**config.mk**
```make
export PLATFORM = sky130hd
export DESIGN_NAME = zone_classifier
export DESIGN_NICKNAME = d
export VERILOG_FILES = /design/src/rtl/zc_pkg.sv /design/src/rtl/zc_cfg_regs.sv /design/src/rtl/zc_level_eval.sv /design/src/rtl/zc_chan_state.sv /design/src/rtl/zone_classifier.sv
export SDC_FILE = /design/constraint.sdc
export NUM_CORES = 2
export LEC_CHECK = 0
export BUFFER_PORTS_ARGS = -buffer_cell sky130_fd_sc_hd__buf_2
export CORE_ASPECT_RATIO = 0.75
export CORE_MARGIN = 3
export CORE_UTILIZATION = 35
export DETAILED_ROUTE_END_ITERATION = 12
export PLACE_DENSITY_LB_ADDON = 0.08
export RECOVER_POWER = 50
export SLEW_MARGIN = 5
export SYNTH_ARGS = -nofsm -noshare
export SYNTH_HDL_FRONTEND = slang
export SYNTH_SLANG_ARGS = --single-unit
```
**constraint.sdc**
```tcl
create_clock -name clk -period 13.1 [get_ports clk]
set_clock_uncertainty 0.05 [all_clocks]
set_input_delay 2.62 -clock clk [delete_from_list [all_inputs] [get_ports clk]]
set_output_delay 2.62 -clock clk [all_outputs]
set_load 0.01 [all_outputs]
```
**src/rtl/zc_pkg.sv**
```systemverilog
package zc_pkg;
    localparam int NUM_THR = 4;
    localparam int LVL_W   = 3;
    localparam int FIELD_W = LVL_W + 1;
    localparam logic [LVL_W-1:0] LVL_MID = 3'd2;
    localparam logic [LVL_W-1:0] LVL_TOP = 3'd4;

    typedef struct packed {
        logic             primed;
        logic [LVL_W-1:0] level;
        logic             flag;
    } chan_state_t;

    function automatic logic [LVL_W-1:0] hit_count(input logic [NUM_THR-1:0] hits);
        logic [LVL_W-1:0] n;
        n = '0;
        for (int i = 0; i < NUM_THR; i++) begin
            n = n + {{(LVL_W-1){1'b0}}, hits[i]};
        end
        return n;
    endfunction
endpackage

```
**src/rtl/zc_cfg_regs.sv**
```systemverilog
module zc_cfg_regs import zc_pkg::*; #(
    parameter int NCH = 4,
    parameter int DW  = 16,
    parameter int AW  = 5
) (
    input  logic                            clk,
    input  logic                            rst_n,
    input  logic                            we_i,
    input  logic [AW-1:0]                   addr_i,
    input  logic [DW-1:0]                   wdata_i,
    output logic [NCH*NUM_THR-1:0][DW-1:0]  thr_o,
    output logic [DW-1:0]                   hyst_o
);
    localparam int NBOUND = NCH * NUM_THR;

    typedef struct packed {
        logic [NBOUND-1:0][DW-1:0] thr;
        logic [DW-1:0]             hyst;
    } cfg_t;

    cfg_t cfg_d, cfg_q;

    always_comb begin
        cfg_d = cfg_q;
        if (we_i) begin
            for (int i = 0; i < NBOUND; i++) begin
                if (int'(addr_i) == i) cfg_d.thr[i] = wdata_i;
            end
            if (int'(addr_i) == NBOUND) cfg_d.hyst = wdata_i;
        end
    end

    always_ff @(posedge clk or negedge rst_n) begin
        if (!rst_n) cfg_q <= '0;
        else        cfg_q <= cfg_d;
    end

    assign thr_o  = cfg_q.thr;
    assign hyst_o = cfg_q.hyst;
endmodule

```
**src/rtl/zc_level_eval.sv**
```systemverilog
module zc_level_eval import zc_pkg::*; #(
    parameter int DW = 16
) (
    input  logic [DW-1:0]               sample_i,
    input  logic [NUM_THR-1:0][DW-1:0]  thr_i,
    input  logic [DW-1:0]               hyst_i,
    input  logic [LVL_W-1:0]            cur_i,
    input  logic                        primed_i,
    output logic [LVL_W-1:0]            next_o
);
    localparam int EW = DW + 1;

    logic [NUM_THR-1:0] dir_hit, up_hit, dn_hit;
    logic [EW-1:0]      smp_ext, smp_plus;

    assign smp_ext  = {1'b0, sample_i};
    assign smp_plus = smp_ext + {1'b0, hyst_i};

    for (genvar j = 0; j < NUM_THR; j++) begin : g_cmp
        logic [EW-1:0] thr_ext, thr_plus;
        assign thr_ext    = {1'b0, thr_i[j]};
        assign thr_plus   = thr_ext + {1'b0, hyst_i};
        assign dir_hit[j] = smp_ext >= thr_ext;
        assign up_hit[j]  = smp_ext > thr_plus;
        assign dn_hit[j]  = smp_plus >= thr_ext;
    end

    logic [LVL_W-1:0] dir_lvl, up_lvl, dn_lvl;

    always_comb begin
        dir_lvl = hit_count(dir_hit);
        up_lvl  = hit_count(up_hit);
        dn_lvl  = hit_count(dn_hit);
        if (!primed_i)          next_o = dir_lvl;
        else if (up_lvl > cur_i) next_o = up_lvl;
        else if (dn_lvl < cur_i) next_o = dn_lvl;
        else                     next_o = cur_i;
    end
endmodule

```
**src/rtl/zc_chan_state.sv**
```systemverilog
module zc_chan_state import zc_pkg::*; (
    input  logic             clk,
    input  logic             rst_n,
    input  logic             sample_valid_i,
    input  logic             enable_i,
    input  logic             clear_i,
    input  logic [LVL_W-1:0] next_level_i,
    output logic [LVL_W-1:0] level_o,
    output logic             flag_o,
    output logic             primed_o
);
    chan_state_t st_d, st_q;
    logic        take;

    assign take = sample_valid_i && enable_i;

    always_comb begin
        st_d = st_q;
        if (take) begin
            st_d.primed = 1'b1;
            st_d.level  = next_level_i;
        end
        if (st_d.level != st_q.level) st_d.flag = 1'b1;
        else if (clear_i)             st_d.flag = 1'b0;
    end

    always_ff @(posedge clk or negedge rst_n) begin
        if (!rst_n) st_q <= '{primed: 1'b0, level: LVL_MID, flag: 1'b0};
        else        st_q <= st_d;
    end

    assign level_o  = st_q.level;
    assign flag_o   = st_q.flag;
    assign primed_o = st_q.primed;

    AST_LEVEL_LEGAL: assert property (@(posedge clk) disable iff (!rst_n)
        level_o <= LVL_TOP);

    AST_HOLD_NO_TAKE: assert property (@(posedge clk) disable iff (!rst_n)
        !take |=> $stable(level_o));

    AST_MASK_NO_FLAG: assert property (@(posedge clk) disable iff (!rst_n)
        (!enable_i && !flag_o) |=> !flag_o);

    AST_FLAG_ON_CHANGE: assert property (@(posedge clk) disable iff (!rst_n)
        !$stable(level_o) |-> flag_o);

    AST_FLAG_STICKY: assert property (@(posedge clk) disable iff (!rst_n)
        (flag_o && !clear_i) |=> flag_o);

    AST_CLEAR_RESULT: assert property (@(posedge clk) disable iff (!rst_n)
        clear_i |=> (flag_o == (level_o != $past(level_o))));
endmodule

```
**src/rtl/zone_classifier.sv**
```systemverilog
module zone_classifier import zc_pkg::*; #(
    parameter int NCH = 4,
    parameter int DW  = 16,
    parameter int AW  = $clog2(NCH * NUM_THR + 1)
) (
    input  logic                   clk,
    input  logic                   rst_n,
    input  logic                   smp_valid,
    input  logic [NCH*DW-1:0]      smp_mv,
    input  logic [NCH-1:0]         chan_en,
    input  logic                   cfg_we,
    input  logic [AW-1:0]          cfg_addr,
    input  logic [DW-1:0]          cfg_wdata,
    input  logic                   stat_clr,
    output logic [NCH*FIELD_W-1:0] status
);
    logic [NCH*NUM_THR-1:0][DW-1:0] cfg_thr;
    logic [DW-1:0]                  cfg_hyst;

    zc_cfg_regs #(.NCH(NCH), .DW(DW), .AW(AW)) i_cfg (
        .clk     (clk),
        .rst_n   (rst_n),
        .we_i    (cfg_we),
        .addr_i  (cfg_addr),
        .wdata_i (cfg_wdata),
        .thr_o   (cfg_thr),
        .hyst_o  (cfg_hyst)
    );

    for (genvar k = 0; k < NCH; k++) begin : g_ch
        logic [LVL_W-1:0] level_q, level_d;
        logic             flag_q, primed_q;

        zc_level_eval #(.DW(DW)) i_eval (
            .sample_i (smp_mv[k*DW +: DW]),
            .thr_i    (cfg_thr[k*NUM_THR +: NUM_THR]),
            .hyst_i   (cfg_hyst),
            .cur_i    (level_q),
            .primed_i (primed_q),
            .next_o   (level_d)
        );

        zc_chan_state i_state (
            .clk            (clk),
            .rst_n          (rst_n),
            .sample_valid_i (smp_valid),
            .enable_i       (chan_en[k]),
            .clear_i        (stat_clr),
            .next_level_i   (level_d),
            .level_o        (level_q),
            .flag_o         (flag_q),
            .primed_o       (primed_q)
        );

        assign status[k*FIELD_W +: FIELD_W] = {flag_q, level_q};
    end
endmodule

```
==> metrics <==
DP Wirelength=120000 um; Synth async-reset ratio=1.00; first-pass GRT wire length=233000 um; Die Area=0.125 sq mm; worst reg-to-reg path cell count=30; largest net degree at the start of global routing=73; footprint of the multi-input gates=0.0333 sq mm; crit-path cells=clkbuf_1, clkbuf_1, buf_4; Final Slew Violations=219; DRC=0; synthesized area=0.0424 sq mm; CTS HTree Levels=2; initial antenna violation count=18; fill count=12.1k; RSZ-0062 raised after global routing=false; post-CTS sizing=0; Max Cap Violations=5; CP Launch Type=primary input; DR WL/cell=24.2 um; Yosys cell types=78; Post-synth top flop=dfrtp_1; CTS clk-pin slew, worst paths=0.06 ns; Nets=6166; hold path endpoint=g_ch[0].i_state.flag_o; R2R Path End=g_ch[0].i_state.flag_o; post-synthesis sequential area ratio=0.173; setup bufs post-CTS=0; syn_nets=6036; slowest CP cell=clkbuf_1; Die Ht=307 um; row cnt=109; First DRT Iteration DRCs=2677; CTS root buffer=clkbuf_16; gpl congestion=0.899; Remaining Overflow, GRT=0; WS Path Type=in2async; P per Cell Area=204 mW/mm^2; period utilisation layout=0.703; Fmax=0.109 GHz; Overall Global Routing Usage=0.248; clk buf depth=3; vias per cell=5.56; area occupied by registers=0.00733 sq mm; critical path buffer and inverter count=3; crit-path most repeated cell=clkbuf_1; crit end category=asynchronous set/reset pin; Post-DRT Antenna Nets=0; Leak=23.3 nW; Tmin final=9.20 ns; most frequent cells in the layout=ha_1, a21oi_1, inv_1; synth warn=0; Worst EP arrival=9.67 ns; flops & latches, synth=292; layout cells sized above 1=0.0855; r2r startpoint=i_cfg.hyst_o[1]; CP delay by family, top=buffers and inverters; synth-to-layout area growth=9.39%; die width=408 um; placed inst area=0.0450 sq mm; setup TNS=0 ns; Hold Crit Start=g_ch[0].i_state.flag_o; DR pass1 iterations=5; worst hold path class=reg2reg; Avg Cell Area, Syn=8.88 sq um; Worst slew margin=-2.09; Final Hold Viols=0; I/O pins=110; vias in the first global route=35.2k; VDD IR-drop max=0.000155 V; hold_buf cts=0; Initial Utilization=0.356; Worst Tran Pin Value=4.64 ns; Crit path largest cell delay=3.15 ns; number of synthesized flops with an enable pin=0; Setup-failing EPs final=0; I/O Buffers=109; failing checks=max-capacitance violations, max-slew violations; Synth Instances=4774; Layout Cell Area excl Fill=0.0464 sq mm; vias after detailed routing=36.4k; clk_lat worst skew=0.60 ns; outcome=complete, but fails checks; Data required, critical path=13.56 ns; CTS tree=done; R2R Setup Slk=4.82 ns; core area=0.119 sq mm; Critical Path Fanout Max=72; commonest non-fill, non-tap cell in the layout=ha_1; number of buffers created by CTS=41; Sink Count=292; Worst Hold Depth=1; Routed WL=158000 um
-- how the worst max path moves through the flow --
stage / to / slack (ns) / from / depth (start not counted)
finish: i_cfg.hyst_o[13] / 3.90 / rst_n / 3
global route: i_cfg.hyst_o[11] / 2.59 / rst_n / 3
CTS: g_ch[3].i_state.flag_o / 4.53 / smp_mv[49] / 30
detailed placement: g_ch[3].i_state.flag_o / 3.89 / smp_mv[49] / 30
global placement: g_ch[3].i_state.flag_o / 4.01 / smp_mv[49] / 30
floorplan: g_ch[3].i_state.flag_o / 4.81 / smp_mv[48] / 30
-- cell usage after synthesis, types with 6 or more instances --
master     count  share of area
nor4_1        13         0.0019
a221oi_1      12         0.0025
mux2i_1       16         0.0038
or4_1          6         0.0011
xor2_1       114          0.024
a211o_1       19         0.0039
a21oi_1      424          0.050
nor3_1        61         0.0072
a311oi_1       8         0.0017
a311o_1        6         0.0014
nor2_1       192          0.017
nand4_1      130          0.019
fa_1          32          0.015
nand3_1       72         0.0085
a31o_2         8         0.0017
o2111ai_1     12         0.0025
inv_1        403          0.036
a21boi_0       8         0.0014
and2_1        11         0.0016
nand2b_1      81          0.012
or2_2         18         0.0027
xnor2_1      154          0.032
o22ai_1       14         0.0021
or3_1         15         0.0022
mux2_2       190          0.050
dfrtp_1      288           0.17
a31oi_1       38         0.0056
nand2_1      226          0.020
o21ai_1        7        0.00083
o21bai_1      41         0.0073
nor2b_1      101          0.015
ha_1        1136           0.34
a2111oi_0     20         0.0041
o221ai_1       6         0.0012
a211oi_1      33         0.0058
and3_1        22         0.0032
and4_1        10         0.0021
o211ai_1      29         0.0051
a21o_1       288          0.051
clkbuf_1      51         0.0045
o21ai_0      314          0.037
o21a_1        63          0.011
o31ai_1       11         0.0019
-- area by class of cell --
| class | instances | area share |
|---|---|---|
| sequential | 292 | 0.158 |
| clock buffer | 57 | 0.0247 |
| inverter | 403 | 0.0326 |
| tap | 1609 | 0.0434 |
| clock inverter | 16 | 0.00575 |
| multi-input combinational | 4023 | 0.719 |
| timing repair buffer | 143 | 0.0161 |
| antenna | 4 | 0.000216 |
-- power breakdown --
group	total [mW]	leakage [nW]	switching (mW)	internal [mW]
Combinational	6.85	19.1	3.87	2.98
Clock	1.24	0.684	0.489	0.747
Sequential	1.37	3.55	0.259	1.11
-- state kept, by name, summed over array words and instances, names as in the netlist --
name                   cells
g_ch.i_state.flag_o        4
g_ch.i_state.level_o      12
g_ch.i_state.primed_o      4
i_cfg.hyst_o              16
i_cfg.thr_o              256
-- cell families (layout without fill, tap and decap cells) --
family | Yosys count | after routing | share of synthesized area
buffers and inverters | 459 | 619 | 0.0410
and+or+nand+nor | 965 | 965 | 0.115
AOI/OAI and AO/OA | 1416 | 1416 | 0.211
muxes | 206 | 206 | 0.0543
adders and majority gates | 1168 | 1168 | 0.351
xor gates and xnor gates | 268 | 268 | 0.0554
other | 0 | 4 | 0
DFF | 292 | 292 | 0.173
-- per-stage QoR --
step | setup slack (ns) | util | hold WS (ns) | power, mW | cells
global placement | 4.01 | 0.379 | 0.429 | 8.16 | 6470
global route | 2.59 | 0.390 | 0.459 | 10.5 | 6545
floorplan | 4.81 | - | 0.414 | 6.26 | 4774
finish | 3.90 | 0.390 | 0.443 | 9.45 | 6547
CTS | 4.53 | 0.390 | 0.445 | 9.49 | 6543
detailed placement | 3.89 | 0.379 | 0.431 | 8.17 | 6470
-- layer usage --
layer | part of all wire | track usage
met1 | 0.51 | 0.372
met4 | 0.024 | 0.0574
met5 | 0.00015 | 0
met2 | 0.40 | 0.366
met3 | 0.065 | 0.0419
Power figures use the tool's default switching activity.
